[config.mk]
export PLATFORM = sky130hd
export DESIGN_NAME = halt_wake_ctrl
export DESIGN_NICKNAME = d
export VERILOG_FILES = /design/src/rtl/halt_wake_pkg.sv /design/src/rtl/hw_src_eval.sv /design/src/rtl/hw_warmup_cnt.sv /design/src/rtl/hw_halt_fsm.sv /design/src/rtl/halt_wake_ctrl.sv
export SDC_FILE = /design/constraint.sdc
export NUM_CORES = 1
export LEC_CHECK = 0
export ABC_AREA = 1
export BUFFER_PORTS_ARGS = -buffer_cell sky130_fd_sc_hd__buf_2
export CAP_MARGIN = 20
export CORE_MARGIN = 3
export CORE_UTILIZATION = 52
export CTS_CLUSTER_DIAMETER = 100
export DETAILED_ROUTE_END_ITERATION = 7
export HOLD_SLACK_MARGIN = 0.08
export PLACE_DENSITY = 0.82
export SYNTH_ARGS = -nofsm -noshare
export SYNTH_HDL_FRONTEND = slang
export SYNTH_SLANG_ARGS = --single-unit
[constraint.sdc]
create_clock -name clk_i -period 2.4 [get_ports clk_i]
set_input_delay 0.24 -clock clk_i [delete_from_list [all_inputs] [get_ports clk_i]]
set_output_delay 0.24 -clock clk_i [all_outputs]
set_load 0.01 [all_outputs]
[src/rtl/halt_wake_pkg.sv]
package halt_wake_pkg;

  localparam int LVL_W = 3;
  localparam int CLS_W = 3;
  localparam logic [LVL_W-1:0] NMI_LEVEL = '1;

  typedef enum logic [1:0] {
    HM_IDLE_LIGHT = 2'd0,
    HM_IDLE_DEEP  = 2'd1,
    HM_STOP       = 2'd2,
    HM_RSVD       = 2'd3
  } halt_mode_e;

  typedef enum logic [CLS_W-1:0] {
    SC_NMI      = 3'd0,
    SC_EXT      = 3'd1,
    SC_PERIPH   = 3'd2,
    SC_USB_WAKE = 3'd3,
    SC_USB_MISC = 3'd4,
    SC_RSVD5    = 3'd5,
    SC_RSVD6    = 3'd6,
    SC_RSVD7    = 3'd7
  } src_class_e;

  typedef enum logic [1:0] {
    FS_RUN  = 2'd0,
    FS_HALT = 2'd1,
    FS_WARM = 2'd2
  } fsm_state_e;

  function automatic halt_mode_e norm_mode(halt_mode_e m);
    return (m == HM_RSVD) ? HM_IDLE_LIGHT : m;
  endfunction

  function automatic logic class_may_wake(src_class_e cls, halt_mode_e mode, logic susp);
    halt_mode_e m;
    logic ok;
    m = norm_mode(mode);
    case (cls)
      SC_NMI, SC_EXT:          ok = 1'b1;
      SC_PERIPH, SC_USB_MISC:  ok = (m == HM_IDLE_LIGHT);
      SC_USB_WAKE:             ok = (m == HM_IDLE_LIGHT) || ((m == HM_IDLE_DEEP) && susp);
      default:                 ok = 1'b0;
    endcase
    return ok;
  endfunction

endpackage

[src/rtl/hw_src_eval.sv]
module hw_src_eval
  import halt_wake_pkg::*;
(
  input  logic             req_i,
  input  logic             en_i,
  input  logic [LVL_W-1:0] level_i,
  input  logic [CLS_W-1:0] class_i,
  input  halt_mode_e       mode_i,
  input  logic             susp_i,
  input  logic [LVL_W-1:0] mask_i,
  input  logic             ie_i,
  output logic             wake_ok_o,
  output logic             service_ok_o
);
  src_class_e       cls;
  logic             is_nmi;
  logic [LVL_W-1:0] eff_level;

  always_comb begin
    cls          = src_class_e'(class_i);
    is_nmi       = (cls == SC_NMI);
    eff_level    = is_nmi ? NMI_LEVEL : level_i;
    wake_ok_o    = req_i && class_may_wake(cls, mode_i, susp_i);
    // non-maskable ignores enables; level 7 always meets the mask
    service_ok_o = wake_ok_o && (is_nmi || (en_i && ie_i && (eff_level >= mask_i)));
  end
endmodule

[src/rtl/hw_warmup_cnt.sv]
module hw_warmup_cnt #(
  parameter int CNT_W = 16
) (
  input  logic             clk_i,
  input  logic             rst_ni,
  input  logic             load_i,
  input  logic [CNT_W-1:0] load_val_i,
  input  logic             run_i,
  output logic             zero_o
);
  logic [CNT_W-1:0] cnt_q;

  always_ff @(posedge clk_i or negedge rst_ni) begin
    if (!rst_ni)                     cnt_q <= '0;
    else if (load_i)                 cnt_q <= load_val_i;
    else if (run_i && cnt_q != '0)   cnt_q <= cnt_q - 1'b1;
  end

  assign zero_o = (cnt_q == '0);
endmodule

[src/rtl/hw_halt_fsm.sv]
module hw_halt_fsm
  import halt_wake_pkg::*;
(
  input  logic       clk_i,
  input  logic       rst_ni,
  input  logic       halt_req_i,
  input  halt_mode_e mode_i,
  input  logic       susp_i,
  input  logic       any_wake_i,
  input  logic       any_service_i,
  input  logic       cnt_zero_i,
  output halt_mode_e mode_q_o,
  output logic       susp_q_o,
  output logic       cnt_load_o,
  output logic       halted_o,
  output logic       warming_o,
  output logic       wake_o,
  output logic       take_int_o
);
  fsm_state_e state_q;
  halt_mode_e mode_q;
  logic       susp_q, wake_q, take_q, take_pend_q;
  logic       to_stop;

  assign to_stop    = (norm_mode(mode_q) == HM_STOP);
  assign cnt_load_o = (state_q == FS_HALT) && any_wake_i && to_stop;

  always_ff @(posedge clk_i or negedge rst_ni) begin
    if (!rst_ni) begin
      state_q     <= FS_RUN;
      mode_q      <= HM_IDLE_LIGHT;
      susp_q      <= 1'b0;
      wake_q      <= 1'b0;
      take_q      <= 1'b0;
      take_pend_q <= 1'b0;
    end else begin
      wake_q <= 1'b0;
      take_q <= 1'b0;
      case (state_q)
        FS_RUN: begin
          if (halt_req_i && !wake_q) begin
            state_q <= FS_HALT;
            mode_q  <= mode_i;
            susp_q  <= susp_i;
          end
        end
        FS_HALT: begin
          if (any_wake_i) begin
            take_pend_q <= any_service_i;
            if (to_stop) begin
              state_q <= FS_WARM;
            end else begin
              state_q <= FS_RUN;
              wake_q  <= 1'b1;
              take_q  <= any_service_i;
            end
          end
        end
        FS_WARM: begin
          if (cnt_zero_i) begin
            state_q <= FS_RUN;
            wake_q  <= 1'b1;
            take_q  <= take_pend_q;
          end
        end
        default: state_q <= FS_RUN;
      endcase
    end
  end

  assign mode_q_o   = mode_q;
  assign susp_q_o   = susp_q;
  assign halted_o   = (state_q != FS_RUN);
  assign warming_o  = (state_q == FS_WARM);
  assign wake_o     = wake_q;
  assign take_int_o = take_q;
endmodule

[src/rtl/halt_wake_ctrl.sv]
module halt_wake_ctrl
  import halt_wake_pkg::*;
#(
  parameter int NUM_SRC = 8,
  parameter int CNT_W   = 16
) (
  input  logic                     clk_i,
  input  logic                     rst_ni,
  input  logic [1:0]               mode_i,
  input  logic                     halt_req_i,
  input  logic                     usb_suspend_i,
  input  logic                     int_enable_i,
  input  logic [LVL_W-1:0]         mask_i,
  input  logic [NUM_SRC-1:0]       irq_i,
  input  logic [NUM_SRC-1:0]       irq_en_i,
  input  logic [NUM_SRC*LVL_W-1:0] irq_level_i,
  input  logic [NUM_SRC*CLS_W-1:0] irq_class_i,
  input  logic [CNT_W-1:0]         warmup_i,
  output logic                     halted_o,
  output logic                     warming_o,
  output logic                     wake_o,
  output logic                     take_int_o
);
  halt_mode_e         mode_q;
  logic               susp_q;
  logic [NUM_SRC-1:0] wake_ok, service_ok;
  logic               cnt_load, cnt_zero;

  for (genvar i = 0; i < NUM_SRC; i++) begin : g_src
    hw_src_eval u_eval (
      .req_i        (irq_i[i]),
      .en_i         (irq_en_i[i]),
      .level_i      (irq_level_i[i*LVL_W +: LVL_W]),
      .class_i      (irq_class_i[i*CLS_W +: CLS_W]),
      .mode_i       (mode_q),
      .susp_i       (susp_q),
      .mask_i       (mask_i),
      .ie_i         (int_enable_i),
      .wake_ok_o    (wake_ok[i]),
      .service_ok_o (service_ok[i])
    );
  end

  hw_halt_fsm u_fsm (
    .clk_i         (clk_i),
    .rst_ni        (rst_ni),
    .halt_req_i    (halt_req_i),
    .mode_i        (halt_mode_e'(mode_i)),
    .susp_i        (usb_suspend_i),
    .any_wake_i    (|wake_ok),
    .any_service_i (|service_ok),
    .cnt_zero_i    (cnt_zero),
    .mode_q_o      (mode_q),
    .susp_q_o      (susp_q),
    .cnt_load_o    (cnt_load),
    .halted_o      (halted_o),
    .warming_o     (warming_o),
    .wake_o        (wake_o),
    .take_int_o    (take_int_o)
  );

  hw_warmup_cnt #(.CNT_W(CNT_W)) u_warm (
    .clk_i      (clk_i),
    .rst_ni     (rst_ni),
    .load_i     (cnt_load),
    .load_val_i (warmup_i),
    .run_i      (warming_o),
    .zero_o     (cnt_zero)
  );
endmodule

---- Word-level counts from Yosys, hierarchy flattened ----
Index checks and enable logic that the tools add are counted.
cells by class
  add/subtract/negate cells ............... 1
  multipliers ............................. 0
  divide/modulo/power cells ............... 0
  $lt $le $gt $ge ......................... 8
  equal/unequal tests ..................... 40
  shifts and indexed selects .............. 0
  muxes and demuxes ....................... 32
  bitwise logic cells ..................... 0
  reduce and logical (&&, ||, !) cells .... 82
operators by type and width
  cell                     number
  $eq A3 B2 Y1 const B     16
  $logic_and A1 B1 Y1      37
  $mux W16                 2
  $reduce_or A2 Y1         16
  $eq A3 B1 Y1 const B     8
  $eq A3 B3 Y1 const B     8
  $ge A3 B3 Y1             8
  $logic_not A3 Y1         8
  $mux W3                  8
  $pmux W1 S3              8
  $logic_not A16 Y1        1
  $reduce_bool A16 Y1      1
  $reduce_or A8 Y1         2
  $sub A16 B1 Y16 const B  1
  $mux W2                  5
  $logic_or A1 B1 Y1       9
  $eq A2 B2 Y1 const B     3
  $mux W1                  6
  $pmux W2 S3              1
  $eq A2 B1 Y1 const B     2
  $logic_not A2 Y1         2
  $ne A2 B1 Y1 const B     2
  $pmux W1 S2              2
  $reduce_and A2 Y1        2
  other kinds (4)          5
storage, ports and cells
  register bits ........................... 24
  latch bits .............................. 0
  RAM bits ................................ 0
  bits in read-only memories .............. 0
  bits of input ports ..................... 90
  output and inout port bits .............. 4
  logic and storage cells ................. 170
  memories kept ........................... 0

---- Longest topological paths before layout ----
Gate-level depths: netlist of run 1.
  depth in word-level cells ............... 12
  depth in mapped cells ................... 16

---- Modules after synthesis ----
A second synthesis of run 1 with hierarchy kept.
second synthesis, totals
  cell total of the unflattened synthesis .. 502
  area, all modules ....................... 3,193.1 um^2
modules (own cells, without submodules)
  module          instances  cells an instance  area an instance (um^2)  sequential area each (um^2)
  hw_src_eval     8          29                 172.7                    0.0
  hw_warmup_cnt   1          183                1,255.0                  400.4
  hw_halt_fsm     1          57                 444.2                    200.2
  halt_wake_ctrl  1          30                 112.6                    0.0

---- Worst setup path after synthesis of run 1 ----
No wires, ideal clock.
  path type ............................... reg-to-reg
  start ................................... reg u_fsm.mode_q[0] (netlist: u_fsm.mode_q_o[0])
  end ..................................... reg u_warm.cnt_q[11]
  library setup time ...................... 0.124 ns
  data arrival time ....................... 1.752 ns
  required time ........................... 2.276 ns
  setup slack ............................. 0.523 ns
  cell stages (with the launch flop) ...... 17
  cell sequence ........................... dfrtp_1 inv_1 ha_1 buf_6 inv_8 nand2_8 nand2_1 nand2_1 nand2_2 nand2_2 nor2_4 nand2_4 nand2_8 inv_6 buf_6 nand2_1 nand3_1
between the ends
  word-level cells in the longest chain between the ends .. 11
  elaborated cells between the ends (all ways) .. 28
  those cells by class .................... 3 x eq/ne; 10 x mux; 15 x reduce/logical
ends and longest elaborated chain
  element                                         RTL line              text
  start, declared                                 hw_halt_fsm.sv:21     halt_mode_e mode_q;
  start signal, assigned                          hw_halt_fsm.sv:43     mode_q <= mode_i;
  $eq A2 B2 Y1                                    halt_wake_pkg.sv:32   return (m == HM_RSVD) ? HM_IDLE_LIGHT : m;
  $mux W2 (*)                                     halt_wake_pkg.sv:32
  $eq A2 B1 Y1                                    halt_wake_pkg.sv:42   SC_USB_WAKE: ok = (m == HM_IDLE_LIGHT) || ((m == HM_IDLE_DEEP) && susp);
  $logic_and A1 B1 Y1                             halt_wake_pkg.sv:42
  $logic_or A1 B1 Y1                              halt_wake_pkg.sv:42
  $pmux W1 S3                                     halt_wake_pkg.sv:39   case (cls)
  $logic_and A1 B1 Y1                             hw_src_eval.sv:23     wake_ok_o = req_i && class_may_wake(cls, mode_i, susp_i);
  $reduce_or A8 Y1                                halt_wake_ctrl.sv:50  .any_wake_i (|wake_ok),
  $logic_and A1 B1 Y1                             hw_halt_fsm.sv:26     assign cnt_load_o = (state_q == FS_HALT) && any_wake_i && to_stop;
  $logic_and A1 B1 Y1 (*)                         hw_halt_fsm.sv:26
  $mux W16 or $reduce_bool A2 Y1 (tied branches)  -
  end signal, assigned                            hw_warmup_cnt.sv:15   else if (load_i) cnt_q <= load_val_i;
  end signal, assigned                            hw_warmup_cnt.sv:16   else if (run_i && cnt_q != '0) cnt_q <= cnt_q - 1'b1;
  end, declared                                   hw_warmup_cnt.sv:11   logic [CNT_W-1:0] cnt_q;
Every way passes the cells marked *; elsewhere a longest branch is shown, timed or not.
A chain may end at the register's enable or synchronous reset.

---- Worst setup path after layout of run 1 ----
  start ................................... reg u_warm.cnt_q[0]
  end ..................................... reg u_warm.cnt_q[0]
between the ends
  word-level cells in the longest chain between the ends .. 3
  elaborated cells between the ends (all ways) .. 6
  those cells by class .................... 1 x add/sub; 2 x mux; 3 x reduce/logical
ends and longest elaborated chain
  element                                                 RTL line
  $sub A16 B1 Y16 or $reduce_bool A16 Y1 (tied branches)  hw_warmup_cnt.sv:16
  $mux W16 or $logic_and A1 B1 Y1 (tied branches)         hw_warmup_cnt.sv:16
  $mux W16 or $reduce_bool A2 Y1 (tied branches)          -
Parallel ways exist; a longest one is shown, timed or not. The select of a mux whose other input is x is not followed.

==> reports/metrics.yaml, run 1 <==
syn_area_per_cell_sq_um: 6.56
synthXorXnorAreaFrac: 0.0430
wl_per_cell_microns: 11.6
dp_slack_ns: 0.211
num_vias: 3059
htreeDepth: 1
yosys_warnings: 0
p_int_w: 0.00146
synth_area_sq_um: 2850
gp_congestion: 0.857
die_w_microns: 80.0
vias_per_cell: 5.12
synth-compound-area-share: 0.0307
antenna_found_initial: 0
critPathMaxFanout: 15
fin_crit_ns: 2.11
skew_ns: 0.00307
finalHoldViolCount: 0
seq_power_share: 0.261
max-slew-margin-rel: 0.644
rsz0062_at_grt: "false"
outcome: "finished clean"
p_sw_w: 0.00140
io_buffers: 93
grt_first_pass_wirelength_mm: 11.9
row_count: 26
required_ns: 2.57
seq_area_sq_um: 601
fill_cells: 514
synth_top_family_by_area: "simple AND/OR/NAND/NOR gates"
syn-num-nets: 554
grt.total_usage: 0.227
ios: 94
grt_max_degree: 34
synth-seq-cells: 24
grt-ovfl-total: 0
postRouteAntennaNets: 0
top_layer: "met4"
final_max_slew_viol_count: 0
synth-seq-area-share: 0.211
fin_nets: 649
cts_buffers: 3
pwr-share-clk: 0.099
place_hpwl_mm: 5.80
clkLatencyLatePin_ns: 0.27
die_y_microns: 80.0
hold_slack_ns: 0.173
min_path_type: "in -> reg"
finalCritPeriodShare: 0.880
drive_gt1_frac: 0.263
cp.arrival_ns: 2.28
max_freq_mhz: 474
dp.cells: 593
fin_ws_ns: 0.288
dieArea_sq_um: 6400
setup_violations: 0
cts_root_buffer: "clkbuf_8"
synthFlopType: "dfrtp_1"
dr.pass1.iters: 6
worst_pin_slew_ns: 0.534
synthMuxAreaShare: 0.00395
leakagePower_nw: 2.02
p_sw_frac: 0.490
synth_edf_count: 0
first_iter_violations: 143
start_util: 0.547
yosysUniqueCellTypes: 29
cts_tree: "built"
met1Wirelength_mm: 3.00
worst_setup_path_end_kind: "flip-flop"
clock_path_buffers: 2
final_cells: 598
met2_length_mm: 3.49
vdd_drop_max_mv: 0.527
multi_input_comb_area_sq_um: 1900
p_per_area_nw_per_um2: 834
drv_cap: 0
netlist_instances: 434
cts_setup_buffers: 0
cts.sinks: 24
pwr-share-comb: 0.639
core_sq_um: 5200
setup_tns_ns: 0
synth-simple-area-share: 0.456
yosys.area_share.adder: 0.132
drc: 0
clkSlewWorstSetupHoldPaths_ns: 0.09
path_class: "reg -> reg"
total_power_w: 0.00286
synth_async_sr_flop_share: 1.00
grt_pass1_vias: 2821
worst_setup_path_start_kind: "flip-flop"
areaGrowthSynthToFinish_pct: 20.2
postRouteWirelength_mm: 6.92
dr_wl_met3_microns: 314
antenna_cells: 0
==> registers in the layout, indices dropped and copies added (netlist names) <==
| signal | count |
|---|---|
| u_warm.cnt_q | 16 |
| u_fsm.mode_q_o | 2 |
| u_fsm.state_q | 2 |
| u_fsm.susp_q_o | 1 |
| u_fsm.take_int_o | 1 |
| u_fsm.take_pend_q | 1 |
| u_fsm.wake_o | 1 |
==> placed cells by master (no fill, tap or decap), types with 4 or more instances in the layout <==
cell,count
buf_2,93
xor2_1,12
inv_1,67
o21ai_0,5
a21oi_1,10
nor2_1,28
nand3b_1,5
clkbuf_8,4
dfrtp_1,24
nand2_2,5
nor3_1,15
ha_1,29
nand3_1,77
nand3_2,4
or2_2,17
nand2_1,111
buf_4,4
==> synth_stat cells, types with 4 or more instances <==
| cell type | number | area, sq um |
|---|---|---|
| nand2_1 | 111 | 417 |
| nand3_1 | 77 | 385 |
| inv_1 | 67 | 251 |
| ha_1 | 30 | 375 |
| nor2_1 | 28 | 105 |
| dfrtp_1 | 24 | 601 |
| or2_2 | 17 | 106 |
| nor3_1 | 15 | 75.1 |
| xor2_1 | 12 | 105 |
| a21oi_1 | 10 | 50.1 |
| buf_6 | 6 | 67.6 |
| nand2_2 | 5 | 31.3 |
| nand3b_1 | 5 | 37.5 |
| o21ai_0 | 5 | 25.0 |
| nand3_2 | 4 | 40.0 |
==> worst paths after layout <==
path	end	slack [ns]	start	cells after the start
worst max-delay path	u_warm.cnt_q[0]$_DFFE_PN0P_	0.29	u_warm.cnt_q[0]$_DFFE_PN0P_	11
worst min-delay path	u_fsm.mode_q_o[1]$_DFFE_PN0P_	0.17	mode_i[1]	3
worst max register to register	u_warm.cnt_q[0]$_DFFE_PN0P_	0.29	u_warm.cnt_q[0]$_DFFE_PN0P_	11
worst min register to register	u_fsm.state_q[1]$_DFFE_PN0P_	0.52	u_fsm.state_q[1]$_DFFE_PN0P_	2
max in group asynchronous	u_fsm.susp_q_o$_DFFE_PN0P_	1.58	rst_ni	2
min in group asynchronous	u_warm.cnt_q[9]$_DFFE_PN0P_	0.47	rst_ni	2
==> metrics by stage <==
stage               instance area, sq um   util
floorplan                           2850      -
global placement                    3360  0.645
detailed placement                  3360  0.645
CTS                                 3420  0.657
global route                        3420  0.658
finish                              3420  0.658
==> critical path, cell delays in order, from the launching register on <==
cell and delay (ns):
dfrtp_1 0.38, inv_1 0.13, ha_1 0.20, nand2_1 0.13, nor2_1 0.22, nand3_1 0.18
nand2_2 0.25, inv_2 0.18, nor2_1 0.11, o21ai_0 0.07, o21ai_0 0.09, inv_1 0.05
==> power groups by stage <==
| stage | registers, W | clock network [W] | logic, W |
|---|---|---|---|
| 2_1_floorplan | 0.000717 | 0 | 0.00150 |
| 3_5_place_dp | 0.000753 | 0 | 0.00181 |
| 5_1_grt | 0.000778 | 0.000305 | 0.00210 |
| 3_3_place_gp | 0.000745 | 0 | 0.00176 |
| 4_1_cts | 0.000744 | 0.000285 | 0.00183 |
| 6_report | 0.000746 | 0.000284 | 0.00183 |
==> routing by layer <==
metal | track usage | vias to the layer above
met5 | 0 | -
met4 | 0.0507 | 0
met3 | 0.0339 | 12
met2 | 0.410 | 73
met1 | 0.282 | 1399
li1 | - | 1575
==> what timing repair did <==
action / CTS / global route
resized for setup: 0 / 1
setup endpoints to repair: 0 / 2
endpoints found under the hold margin: 24 / 0
hold buffers: 1 / 0
==> area by class of cell <==
type,instances,area share
Tap cell,70,0.0256
Sequential cell,24,0.175
Multi-Input combinational cell,332,0.555
Clock buffer,4,0.0161
Inverter,70,0.0804
Timing Repair Buffer,98,0.148
==> logic make-up (layout without fill, tap and decap cells) <==
group / after synthesis / in the layout
AO/OA/AOI/OAI: 17 / 17
XOR/XNOR: 14 / 14
adder cells (fa/ha/maj): 30 / 30
buffers and inverters: 78 / 172
flip-flops: 24 / 24
multiplexers: 1 / 1
AND/OR/NAND/NOR: 270 / 270
Note: power is estimated with default switching activity, not from simulation.
==> inputs of run 2 (changes only) <==
--- a/config.mk
+++ b/config.mk
@@ -15,2 +15,3 @@
 export HOLD_SLACK_MARGIN = 0.08
+export MAX_ROUTING_LAYER = met4
 export PLACE_DENSITY = 0.82
==> constraint.sdc (replaced) <==
create_clock -name clk_i -period 2.4 [get_ports clk_i]
set_input_delay 0.36 -clock clk_i [delete_from_list [all_inputs] [get_ports clk_i]]
set_output_delay 0.36 -clock clk_i [all_outputs]
set_load 0.01 [all_outputs]
==> reports/metrics.yaml, run 2 (synthesis gave the netlist of run 1 again) <==
outcome: "finished clean"
grt_pass1_vias: 2942
setup_tns_ns: 0
cts_buffers: 3
max-slew-margin-rel: 0.636
setup_violations: 0
dieArea_sq_um: 6400
min_path_type: "in -> async"
first_iter_violations: 158
largest_reg_flops: 16
reg2reg_from: "u_warm.cnt_q[0]$_DFFE_PN0P_"
dp_slack_ns: 0.150
postRouteAntennaNets: 0
largest-register: "u_warm.cnt_q"
ctsHoldBuffers: 0
crit_family: "simple AND/OR/NAND/NOR gates"
path_buf_inv: 3
rsz0062_at_grt: "false"
critPathMaxFanout: 10
hold_slack_ns: 0.0625
antenna_cells: 0
vias_per_cell: 5.02
place_hpwl_mm: 5.94
worst_setup_path_start_kind: "flip-flop"
cts_setup_buffers: 0
areaGrowthSynthToFinish_pct: 19.3
crit_chain: "inv_1 > ha_1 > nand2_1 > nor2_1 > nand3_1 > nand2_2 > buf_4 > nor2_1 > o21ai_0 > o21ai_0 > inv_1"
dr.pass1.iters: 5
skew_ns: 0.00882
die_w_microns: 80.0
layout.cells.most_common: "nand2_1"
mostFrequentLayoutCells: "111 x nand2_1, 93 x buf_2, 77 x nand3_1"
fin_util: 0.653
final_cells: 596
fin_nets: 648
cp.arrival_ns: 2.34
fin_ws_ns: 0.266
gp_congestion: 0.886
fin_crit_ns: 2.13
r2r_end: "u_warm.cnt_q[0]$_DFFE_PN0P_"
required_ns: 2.61
p_per_area_nw_per_um2: 831
r2r_slack_ns: 0.27
cts_root_buffer: "clkbuf_8"
ios: 94
cpMaxStageDelayCell: "dfrtp_1"
drive_gt1_frac: 0.262
finalHoldViolCount: 0
worst_setup_path_end_kind: "flip-flop"
clock_path_buffers: 2
grt.total_usage: 0.240
worst_pin_slew_ns: 0.546
leakagePower_nw: 2.01
start_util: 0.547
finalCritPeriodShare: 0.889
die_y_microns: 80.0
path_class: "reg -> reg"
postRouteWirelength_mm: 7.17
drc: 0
num_vias: 2992
cts.sinks: 24
reg2reg_depth: 11
ctsResizeCount: 0
wl_per_cell_microns: 12.0
row_count: 26
dp.cells: 593
max_freq_mhz: 469
grt_first_pass_wirelength_mm: 12.2
grt-ovfl-total: 0
clkSlewWorstSetupHoldPaths_ns: 0.09
clkLatencyLatePin_ns: 0.27
core_sq_um: 5200
vdd_drop_max_mv: 0.571
grt_max_degree: 34
io_buffers: 93
drv_cap: 0
cpPeakStageDelay_ns: 0.39
final_max_slew_viol_count: 0
antenna_found_initial: 0
cts_tree: "built"
htreeDepth: 1
run 2: cell types whose count changed in the layout (fill, tap and decap cells not counted), sizes merged:
| cell | change |
|---|---|
| clkbuf | -1 |
| dlygate4sd3 | -1 |
run 2: layout make-up:
cell class,instances,area (sq um)
tap,70,87.6
timing repair buffer,97,495
fill,499,1810
multi-input combinational,332,1900
clock buffer,3,41.3
sequential,24,601
inverter,70,275
run 2: power breakdown:
part / leakage, nW / total (W) / internal [W] / switching (W)
registers: 0.303 / 0.000745 / 0.000588 / 0.000156
clock network: 0.0216 / 0.000238 / 0.000112 / 0.000126
logic: 1.69 / 0.00184 / 0.000720 / 0.00112
run 2: stage by stage:
stage	instance area, sq um	total power (W)
global route	3400	0.00317
global placement	3360	0.00252
detailed placement	3360	0.00259
CTS	3400	0.00284
finish	3400	0.00283
floorplan	2850	0.00222
run 2: how the worst max path moves through the flow:
stage                     cells past startpoint                           from                           end  slack (ns)
after detailed placement                     14  u_fsm.mode_q_o[0]$_DFFE_PN0P_   u_warm.cnt_q[0]$_DFFE_PN0P_        0.15
after global routing                         11    u_warm.cnt_q[0]$_DFFE_PN0P_   u_warm.cnt_q[0]$_DFFE_PN0P_        0.04
after global placement                       14  u_fsm.mode_q_o[0]$_DFFE_PN0P_  u_warm.cnt_q[12]$_DFFE_PN0P_        0.20
after CTS                                    14  u_fsm.mode_q_o[0]$_DFFE_PN0P_   u_warm.cnt_q[0]$_DFFE_PN0P_        0.14
after floorplan                              16  u_fsm.mode_q_o[0]$_DFFE_PN0P_  u_warm.cnt_q[11]$_DFFE_PN0P_        0.52
final                                        11    u_warm.cnt_q[0]$_DFFE_PN0P_   u_warm.cnt_q[0]$_DFFE_PN0P_        0.27
run 2: per-layer routing:
layer,wire (microns),global-route usage,up-vias
met5,0,-,-
met4,84,0.0439,0
met3,361,0.0339,10
met2,3770,0.443,83
met1,2950,0.278,1330
li1,-,-,1569
